**src/rtl/eow_status.sv**
```systemverilog
module eow_status #(
  parameter int PROG_CYCLES  = 700,
  parameter int ERASE_CYCLES = 4500
) (
  input  logic       clk,
  input  logic       rst_n,
  input  logic       start_i,
  input  logic       erase_i,
  input  logic [7:0] wdata_i,
  input  logic       rd_i,
  input  logic [7:0] arr_i,
  output logic [7:0] dout_o,
  output logic       busy_o,
  output logic       done_o
);
  localparam int LONGEST = (PROG_CYCLES > ERASE_CYCLES) ? PROG_CYCLES : ERASE_CYCLES;
  localparam int CW = (LONGEST > 1) ? $clog2(LONGEST) : 1;
  localparam logic [CW-1:0] PROG_LOAD  = CW'(PROG_CYCLES - 1);
  localparam logic [CW-1:0] ERASE_LOAD = CW'(ERASE_CYCLES - 1);

  logic [CW-1:0] cnt_q;
  logic          busy_q, done_q, erase_q, inv7_q, tog_q, rd_q;

  wire launch  = start_i && !busy_q;
  wire rd_edge = rd_i && !rd_q;

  always_ff @(posedge clk) begin
    if (!rst_n) begin
      cnt_q   <= '0;
      busy_q  <= 1'b0;
      done_q  <= 1'b0;
      erase_q <= 1'b0;
      inv7_q  <= 1'b0;
      tog_q   <= 1'b0;
      rd_q    <= 1'b0;
    end else begin
      rd_q   <= rd_i;
      done_q <= 1'b0;
      if (launch) begin
        busy_q  <= 1'b1;
        erase_q <= erase_i;
        inv7_q  <= ~wdata_i[7];
        tog_q   <= 1'b0;
        cnt_q   <= erase_i ? ERASE_LOAD : PROG_LOAD;
      end else if (busy_q) begin
        if (rd_edge) tog_q <= ~tog_q;
        if (cnt_q == '0) begin
          busy_q <= 1'b0;
          done_q <= 1'b1;
        end else begin
          cnt_q <= cnt_q - 1'b1;
        end
      end
    end
  end

  wire status7 = erase_q ? 1'b0 : inv7_q;

  assign dout_o = busy_q ? {status7, tog_q, arr_i[5:0]} : arr_i;
  assign busy_o = busy_q;
  assign done_o = done_q;
endmodule

```
**config.mk**
```make
export PLATFORM = sky130hd
export DESIGN_NAME = eow_status
export DESIGN_NICKNAME = d
export VERILOG_FILES = /design/src/rtl/eow_status.sv
export SDC_FILE = /design/constraint.sdc
export NUM_CORES = 1
export LEC_CHECK = 0
export BUFFER_PORTS_ARGS = -buffer_cell sky130_fd_sc_hd__buf_2
export CORE_ASPECT_RATIO = 0.8
export CORE_MARGIN = 1
export CORE_UTILIZATION = 47
export DETAILED_ROUTE_END_ITERATION = 10
export GPL_ROUTABILITY_DRIVEN = 0
export GPL_TIMING_DRIVEN = 0
export PLACE_DENSITY = 0.74
export REMOVE_ABC_BUFFERS = 1
export SYNTH_ARGS = -nofsm -noshare
export SYNTH_HDL_FRONTEND = slang
export SYNTH_SLANG_ARGS = --single-unit
```
**constraint.sdc**
```tcl
create_clock -name clk -period 3.59 [get_ports clk]
set_input_delay 0.718 -clock clk [delete_from_list [all_inputs] [get_ports clk]]
set_output_delay 0.718 -clock clk [all_outputs]
set_load 0.05 [all_outputs]
```
# Word level (Yosys, flattened, before mapping)
# Cells that the tools add are included.
# classes
add_sub_neg,1
multipliers,0
div_mod_pow,0
magnitude_cmp,0
n_eq_ne,1
n_shift,0
muxes,10
bitwise,4
n_reduce_logical,10
# ops
cell,n
$mux W13,4
$logic_not A13 Y1,1
$sub A13 B1 Y13 const B,1
$mux W8,1
$mux W1,5
$not A1 Y1,4
$reduce_and A2 Y1,2
$reduce_or A3 Y1,1
$logic_and A1 B1 Y1,2
$logic_not A1 Y1,2
$ne A2 B2 Y1 const B,1
$reduce_bool A2 Y1,1
$reduce_or A2 Y1,1
# word_totals
reg_bits,19
latch_bits,0
ramBits,0
rom_bits,0
word_cells,33
n_memories,0

# Longest topological paths before layout
# Gate-level depths: netlist of the first run.
# logic_depth
depth_word,4
mapped_depth,6
mapped_depth_nobuf,6

# Worst setup path before layout of the first run
# No wires, ideal clock.
# synth_path
kind,register to output
start,"reg busy_q, in the netlist busy_o"
end,out dout_o[7]
t_arrival_ps,2008
required_time_ps,2872
path_slack_ps,864
stages_incl_launch_ff,4
path_cell_list,dfxtp_1 buf_4 clkbuf_1 o21ai_0
# synth_via
elab_chain_cells,1
# synth_lines
item,line_no,rtl
start: declaration,22,"logic busy_q, done_q, erase_q, inv7_q, tog_q, rd_q;"
start signal: assignment,30,busy_q <= 1'b0;
start signal: assignment,40,busy_q <= 1'b1;
start signal: assignment,48,busy_q <= 1'b0;
$mux W8,59,"assign dout_o = busy_q ? {status7, tog_q, arr_i[5:0]} : arr_i;"
end: declaration,12,"output logic [7:0] dout_o,"
# No other way between the ends.

# Final worst setup path of the first run
# layout_path
start,"reg busy_q, in the netlist busy_o"
end,out dout_o[6]
# The elaborated chain is that of the path after synthesis.

==> flow_summary.json, run 1 <==
{
  "status": "complete, no violations",
  "path_clk_slew_ns": 0.11,
  "clockBufferDepth": 2,
  "grt_pass1_wl_um": 3277,
  "root_buffer": "clkbuf_4",
  "finalHoldViolCount": 0,
  "holdPathStages": 2,
  "hold_path_class": "flop to flop",
  "clkLatencyLatePin_ns": 0.29,
  "dr.first_iter.drc_count": 20,
  "coreArea_um2": 1962,
  "vias": 880,
  "synth_cells": 116,
  "die_h_um": 43.54,
  "seq_area_frac_synth": 0.3753,
  "leakage_nw": 0.4260,
  "synth_compound_area_frac": 0.1926,
  "drc": 0,
  "die_x_um": 53.92,
  "synth-xor-area-share": 0.008642,
  "wl_per_cell_um": 13.63,
  "syn2layout_area_growth_pct": 4.692,
  "track_usage": 0.1894,
  "drv_cap": 0,
  "synthSimpleGateAreaFrac": 0.2728,
  "setup_viol": 0,
  "hold_buffers": 0,
  "grt_pass1_vias": 723,
  "filler_cell_count": 180,
  "placed_area_um2": 1035,
  "critPathKind": "flop to output port",
  "r2r_cells": 4,
  "fmax_mhz": 435.9,
  "rows": 14,
  "cts-buffers-inserted": 3,
  "avgSynthCellArea_um2": 8.737,
  "required_ns": 2.87,
  "ios": 31,
  "arrival_ns": 1.58,
  "finalCritPeriodShare": 0.6390,
  "synth-adder-area-share": 0.02469,
  "post_cts_buffers": 0,
  "grt_max_degree": 20,
  "fin_crit_ns": 2.294,
  "ir_worst_vdd_v": 0.0002673,
  "netlist_area_um2": 1013,
  "antenna_found_initial": 0,
  "postLayoutCellArea_um2": 1061,
  "dp.final_hpwl_um": 1391,
  "crit_fanout": 19,
  "rsz0062_at_grt": "false",
  "vias_per_cell": 6.069,
  "ys_types": 40,
  "drt-total-wl_um": 1977,
  "dieArea_um2": 2347,
  "synth_top_family_by_area": "simple AND/OR/NAND/NOR gates",
  "maxSlewViolCount": 0,
  "htreeDepth": 1,
  "cts_resized": 0,
  "synth_enable_flop_cells": 0,
  "start_kind": "flop",
  "synthFlopType": "dfxtp_1",
  "postRouteAntennaNets": 0,
  "nNetsFinal": 145,
  "synthMuxAreaShare": 0.04074,
  "powerDensity_nw_per_um2": 448.8,
  "dr.pass1.iters": 4,
  "cts_tree": "built",
  "cts_sinks": 19,
  "slew_headroom": 0.6347,
  "overflow": 0,
  "drive_above_1_share": 0.1901,
  "start_util": 0.5166,
  "worst_pin_slew_ns": 0.5471,
  "async_flop_share": 0,
  "tns_ns": 0,
  "crit_path_end_kind": "output port",
  "ys_ff_latch": 19,
  "skew_ns": 0.0007841,
  "yosysWarnings": 0,
  "diodes": 0,
  "port_buffers": 11
}
==> worst max-delay path: stages (launching register included) <==
cell and delay [ns]:
dfxtp_1 0.68, mux2_2 0.39, buf_2 0.21
==> state kept, by name, indices dropped and copies added, names as in the netlist <==
signal,flops
busy_o,1
erase_q,1
rd_q,1
cnt_q,13
tog_q,1
done_o,1
inv7_q,1
==> kinds of logic (layout without fill, tap and decap cells) <==
| kind of cell | Yosys count | after routing |
|---|---|---|
| flops | 19 | 19 |
| buf+inv | 16 | 21 |
| simple gates | 44 | 44 |
| compound gates | 30 | 30 |
| mux | 4 | 4 |
| fa+ha+maj | 2 | 2 |
| xor+xnor | 1 | 1 |
==> power breakdown <==
part,switching [mW],internal [mW],leakage (nW),total [mW]
clock,0.0667,0.0432,0.0150,0.110
combinational,0.0658,0.0485,0.254,0.114
sequential,0.0237,0.228,0.157,0.252
==> cells in the mapped netlist (all sizes together) (2+ instances only) <==
master | count | share of area
nand4 | 2 | 0.012
clkbuf | 3 | 0.011
and3 | 2 | 0.014
buf | 7 | 0.052
dfxtp | 19 | 0.38
o21ai | 5 | 0.025
nor2 | 13 | 0.048
nor3b | 2 | 0.025
or4 | 3 | 0.022
nand2 | 5 | 0.019
nand2b | 2 | 0.012
nor4 | 2 | 0.027
a21oi | 7 | 0.035
mux2i | 3 | 0.030
o21a | 2 | 0.015
and2 | 2 | 0.012
ha | 2 | 0.025
nand3b | 2 | 0.015
nor3 | 2 | 0.0099
inv | 6 | 0.022
a31oi | 8 | 0.049
==> stage by stage <==
step | total power [mW] | setup slack (ns) | hold WS, ns | cells | utilization
floorplan | 0.3403 | 1.049 | 0.4542 | 106 | -
global placement | 0.3650 | 1.611 | 0.4687 | 141 | 0.5274
detailed placement | 0.3686 | 1.607 | 0.4815 | 141 | 0.5274
CTS | 0.4763 | 1.309 | 0.5103 | 145 | 0.5408
global route | 0.5013 | 1.207 | 0.5381 | 145 | 0.5408
finish | 0.4761 | 1.296 | 0.5023 | 145 | 0.5408
==> worst paths after layout <==
path / startpoint / to / slack, ns
max: busy_o / dout_o[6] / 1.30
min reg2reg: erase_q / erase_q / 0.50
max reg2reg: busy_o / cnt_q[8] / 1.61
min: erase_q / erase_q / 0.50
==> metal layers <==
metal	GRT usage	up-vias	share of wire
met1	0.2785	406	0.49
li1	-	434	-
met2	0.2642	38	0.43
met3	0.05263	2	0.070
met5	0	-	0
met4	0.06316	0	0.0066
==> layout make-up <==
| type | instances | area [um2] | share of cell area |
|---|---|---|---|
| multi-input cells | 81 | 546.8 | 0.5153 |
| repair buffers | 11 | 55.05 | 0.05189 |
| inverters | 6 | 22.52 | 0.02123 |
| flip-flops and latches | 19 | 380.4 | 0.3585 |
| clock buffers | 4 | 26.28 | 0.02476 |
| well taps | 24 | 30.03 | 0.02830 |
==> cell usage in the layout, fill, tap and decap left out, types with 2 or more instances in the layout <==
| cell type | instances |
|---|---|
| nor3b_2 | 2 |
| nand3b_1 | 2 |
| nand2_1 | 5 |
| clkbuf_4 | 3 |
| nand2b_1 | 2 |
| nor3_1 | 2 |
| a21oi_1 | 7 |
| o21ai_0 | 5 |
| and2_1 | 2 |
| nand4_1 | 2 |
| o21a_1 | 2 |
| inv_1 | 6 |
| dfxtp_1 | 19 |
| a31oi_1 | 8 |
| or4_1 | 3 |
| buf_2 | 11 |
| nor2_1 | 13 |
| ha_1 | 2 |
| mux2i_1 | 3 |
(Power assumes the default switching activity.)
==> inputs of run 2 (changes only) <==
CORE_UTILIZATION = 45   (was 47)
clock period = 1.9 ns   (was 3.59 ns; I/O delays follow)
==> run 2 against run 1 <==
Wire length grew 7.0%. Final cell count unchanged. Clock power rose by 90%. Clock skew increased by 0.0038 ns. Critical path depth grew 4. Hold slack got worse by 0.20 ns. Sequential share of layout area decreased by 0.11 points. Setup slack worse by 1.2 ns. Largest power group unchanged. Count of clock-buffer cells in the layout shrank 1. Utilization is 0.26 points lower. Total power rose by 91%. Global-route usage is 0.75 points higher.
==> flow_summary.json, run 2 (synthesized netlist as in run 1, its figures left out) <==
{
  "power_frac_clock": 0.229,
  "p_total_mw": 0.9113,
  "slew_headroom": 0.6400,
  "diodes": 0,
  "dr.first_iter.drc_count": 26,
  "cts_sinks": 19,
  "use_met2": 0.2819,
  "drc": 0,
  "grt_max_degree": 20,
  "fin_crit_ns": 1.797,
  "die_x_um": 55.06,
  "clockBufferDepth": 2,
  "seq_power_share": 0.525,
  "arrival_ns": 2.03,
  "crit_fanout": 5,
  "finalHoldViolCount": 0,
  "holdPathStages": 2,
  "start_util": 0.5075,
  "powerDensity_nw_per_um2": 847.9,
  "internal_power_mw": 0.6054,
  "ios": 31,
  "maxSlewViolCount": 0,
  "overflow": 0,
  "grt_util_met1": 0.2616,
  "fin_hold_ws_ns": 0.3057,
  "postRouteAntennaNets": 0,
  "track_usage": 0.1969,
  "setup_viol": 0,
  "cts-buffers-inserted": 3,
  "ir_worst_vdd_v": 0.0004758,
  "finalCritPeriodShare": 0.9460,
  "fmax_mhz": 556.4,
  "drv_cap": 0,
  "antenna_found_initial": 0,
  "power_switching_mw": 0.3059,
  "drt-total-wl_um": 2115,
  "use_met3": 0.08935,
  "rrSetupSlack_ns": 0.10,
  "crit_path_end_kind": "flop",
  "wl_per_cell_um": 14.59,
  "die_h_um": 44.45,
  "path_clk_slew_ns": 0.11,
  "switching_share": 0.3357,
  "rows": 14,
  "hold_path_class": "input pin to flop",
  "worst_pin_slew_ns": 0.5400,
  "coreArea_um2": 1997,
  "status": "complete, no violations",
  "nNetsFinal": 145,
  "skew_ns": 0.004548,
  "grt_pass1_wl_um": 3353,
  "vias_per_cell": 6.014,
  "required_ns": 2.13,
  "port_buffers": 11,
  "busiest_layer": "met2",
  "p_comb_frac": 0.246,
  "dieArea_um2": 2447,
  "htreeDepth": 1,
  "dr.pass1.iters": 5,
  "dp.final_hpwl_um": 1469,
  "mostFrequentLayoutCells": "dfxtp_1 (18), nor2_1 (13), buf_2 (11), a31oi_1 (8), a21oi_1 (7)",
  "syn2layout_area_growth_pct": 6.049,
  "final_common_cell": "dfxtp_1",
  "cts_tree": "built",
  "start_kind": "flop",
  "leakage_nw": 0.4305,
  "clkLatencyLatePin_ns": 0.30,
  "drive_above_1_share": 0.2149,
  "root_buffer": "clkbuf_4",
  "vias": 872,
  "fin_util": 0.5382,
  "r2r_cells": 6,
  "largest_reg_flops": 13,
  "grt_pass1_vias": 754,
  "critPathKind": "flop to flop",
  "regMostFlops": "cnt_q"
}
-- run 2: worst max-delay path: stages, from the launching register on --
cell and delay (ns):
dfxtp_1 0.36, inv_1 0.09, ha_1 0.19, nor3b_4 0.27, nand2_2 0.14, or4_1 0.53, a31oi_1 0.17
-- run 2: area by class of cell --
type / count / area [um2]
Clock buffer: 3 / 22.52
Clock inverter: 1 / 5.005
Fill cell: 194 / 922.1
Inverter: 6 / 22.52
Multi-Input combinational cell: 81 / 555.5
Sequential cell: 19 / 384.1
Tap cell: 24 / 30.03
Timing Repair Buffer: 11 / 55.05
-- run 2: metrics by stage --
stage          worst slack [ns]  instance area [um2]  instances  setup TNS, ns
4_1_cts                 0.06443                 1064        145              0
5_1_grt                -0.02160                 1075        145       -0.02160
6_report                 0.1026                 1075        145              0
2_1_floorplan           -0.2911                949.7        106        -0.7122
3_3_place_gp            0.01120                 1035        141              0
3_5_place_dp           -0.08654                 1035        141        -0.1445
-- run 2: worst paths after layout --
kind              startpoint       end
setup / recovery    cnt_q[0]  cnt_q[8]
hold / removal          rd_i      rd_q
setup reg to reg    cnt_q[0]  cnt_q[8]
hold reg to reg      erase_q   erase_q
-- run 2: power groups by stage --
stage	Clock, mW	Sequential (mW)	Combinational, mW
final	0.209	0.478	0.225
after global routing	0.227	0.483	0.247
after CTS	0.212	0.476	0.216
after detailed placement	0	0.484	0.215
after global placement	0	0.481	0.209
after floorplan	0	0.482	0.161
-- run 2: timing repair --
action	CTS	global route
hold buffers	0	0
pin swaps	0	0
endpoints found under the setup margin	6	2
resized for setup	1	3
buffers inserted	0	0
hold endpoints to repair	0	0
-- run 2: routing by layer --
metal | vias to the layer above | routed length [um] | part of all wire
li1 | 432 | - | -
met1 | 394 | 995 | 0.47
met2 | 44 | 952 | 0.45
met3 | 2 | 148 | 0.070
met4 | 0 | 19 | 0.0090
met5 | - | 0 | 0
==> inputs of run 3 (changes only) <==
CTS_CLUSTER_SIZE = 10   (was default)
RECOVER_POWER = 50   (was default)
==> run 3 against run 2 <==
Flip-flop and latch count is the same. Wire length is essentially flat. Global-route usage is the same. Hold slack is essentially flat. Critical path depth is the same. Fmax shrank 0.23%. Count of clock-buffer cells in the layout is the same. Utilization shrank 0.19 points. Combinational power is essentially flat. Highest routed layer unchanged.
==> flow_summary.json, run 3 (synthesized netlist as in run 1, its figures left out) <==
{
  "track_usage": 0.1969,
  "postRouteAntennaNets": 0,
  "power_frac_clock": 0.229,
  "crit_fanout": 5,
  "setup_viol": 0,
  "rows": 14,
  "internal_power_mw": 0.6044,
  "switching_share": 0.3354,
  "cts-buffers-inserted": 3,
  "leakage_nw": 0.4200,
  "drv_cap": 0,
  "ios": 31,
  "critPathKind": "flop to flop",
  "crit_path_end_kind": "flop",
  "dp_slack_ns": -0.08654,
  "fmax_mhz": 555.1,
  "finalCritPeriodShare": 0.9482,
  "grt_pass1_vias": 754,
  "root_buffer": "clkbuf_4",
  "arrival_ns": 2.03,
  "die_x_um": 55.06,
  "regMostFlops": "cnt_q",
  "die_h_um": 44.45,
  "largest_reg_flops": 13,
  "holdPathStages": 2,
  "fin_ws_ns": 0.09839,
  "drive_above_1_share": 0.1901,
  "p_comb_frac": 0.245,
  "drc": 0,
  "slew_headroom": 0.6102,
  "clockBufferDepth": 2,
  "path_clk_slew_ns": 0.11,
  "antenna_found_initial": 0,
  "vias": 875,
  "fin_crit_ns": 1.802,
  "overflow": 0,
  "diodes": 0,
  "nNetsFinal": 145,
  "cts_sinks": 19,
  "coreArea_um2": 1997,
  "dr.pass1.iters": 4,
  "filler_cell_count": 196,
  "seq_power_share": 0.525,
  "worst_pin_slew_ns": 0.5872,
  "htreeDepth": 1,
  "cts_tree": "built",
  "dieArea_um2": 2447,
  "drt-total-wl_um": 2114,
  "ir_worst_vdd_v": 0.0004746,
  "status": "complete, no violations",
  "grt_pass1_wl_um": 3353,
  "dp.final_hpwl_um": 1469,
  "vias_per_cell": 6.034,
  "wl_per_cell_um": 14.58,
  "start_util": 0.5075,
  "grt_max_degree": 20,
  "maxSlewViolCount": 0,
  "seq_area_um2": 384.1,
  "dr.first_iter.drc_count": 26,
  "finalHoldViolCount": 0,
  "mostFrequentLayoutCells": "dfxtp_1 (18), nor2_1 (13), a31oi_1 (8), buf_2 (8), a21oi_1 (7)",
  "port_buffers": 11,
  "powerDensity_nw_per_um2": 849.0,
  "clkLatencyLatePin_ns": 0.30,
  "power_switching_mw": 0.3050,
  "syn2layout_area_growth_pct": 5.679,
  "p_total_mw": 0.9093,
  "start_kind": "flop",
  "fin_util": 0.5363,
  "skew_ns": 0.004423,
  "r2r_cells": 6,
  "required_ns": 2.13,
  "multi_input_area_um2": 555.5,
  "hold_path_class": "input pin to flop",
  "final_common_cell": "dfxtp_1"
}
==> run 3: cell types whose count changed in the layout (fill, tap and decap cells not counted) <==
cell / change
buf_2: -3
clkbuf_1: +3
==> run 3: path summary, 6_finish.rpt <==
check / slack, ns / endpoint / startpoint
setup reg to reg: 0.1 / cnt_q[8] / cnt_q[0]
setup / recovery: 0.1 / cnt_q[8] / cnt_q[0]
hold / removal: 0.31 / rd_q / rd_i
hold reg to reg: 0.52 / cnt_q[10] / cnt_q[10]
==> run 3: power groups by stage <==
stage	clock, mW	sequential, mW	combinational, mW
6_report	0.209	0.478	0.223
3_3_place_gp	0	0.481	0.209
4_1_cts	0.212	0.476	0.216
5_1_grt	0.227	0.483	0.246
3_5_place_dp	0	0.484	0.215
2_1_floorplan	0	0.482	0.161
==> run 3: stage by stage <==
| step | hold WS (ns) | cells | TNS [ns] | cell area, um2 |
|---|---|---|---|---|
| after global routing | 0.3169 | 145 | -0.02196 | 1071 |
| after floorplan | 0.4542 | 106 | -0.7122 | 949.7 |
| after global placement | 0.4707 | 141 | 0 | 1035 |
| final | 0.3058 | 145 | 0 | 1071 |
| after CTS | 0.3010 | 145 | 0 | 1064 |
| after detailed placement | 0.4949 | 141 | -0.1445 | 1035 |
==> run 3: area by class of cell <==
type	count	area share
Clock inverter	1	0.004673
Inverter	6	0.02103
Timing Repair Buffer	11	0.04790
Sequential cell	19	0.3586
Multi-Input combinational cell	81	0.5187
Clock buffer	3	0.02103
Tap cell	24	0.02804
==> run 3: critical path, cell delays in order (launching register included) <==
cell	delay, ns
dfxtp_1	0.36
inv_1	0.09
ha_1	0.19
nor3b_4	0.27
nand2_2	0.14
or4_1	0.53
a31oi_1	0.17
==> run 3: per-layer routing <==
layer | part of all wire | global-route usage | vias up
met5 | 0 | 0 | -
met4 | 0.0090 | 0.06500 | 0
met3 | 0.079 | 0.08935 | 2
met2 | 0.45 | 0.2819 | 49
met1 | 0.46 | 0.2616 | 391
li1 | - | - | 433
==> run 3: timing repair <==
action,CTS,global route
hold buffers,0,0
buffers inserted,0,0
gates resized for setup,1,3
setup endpoints to repair,6,2
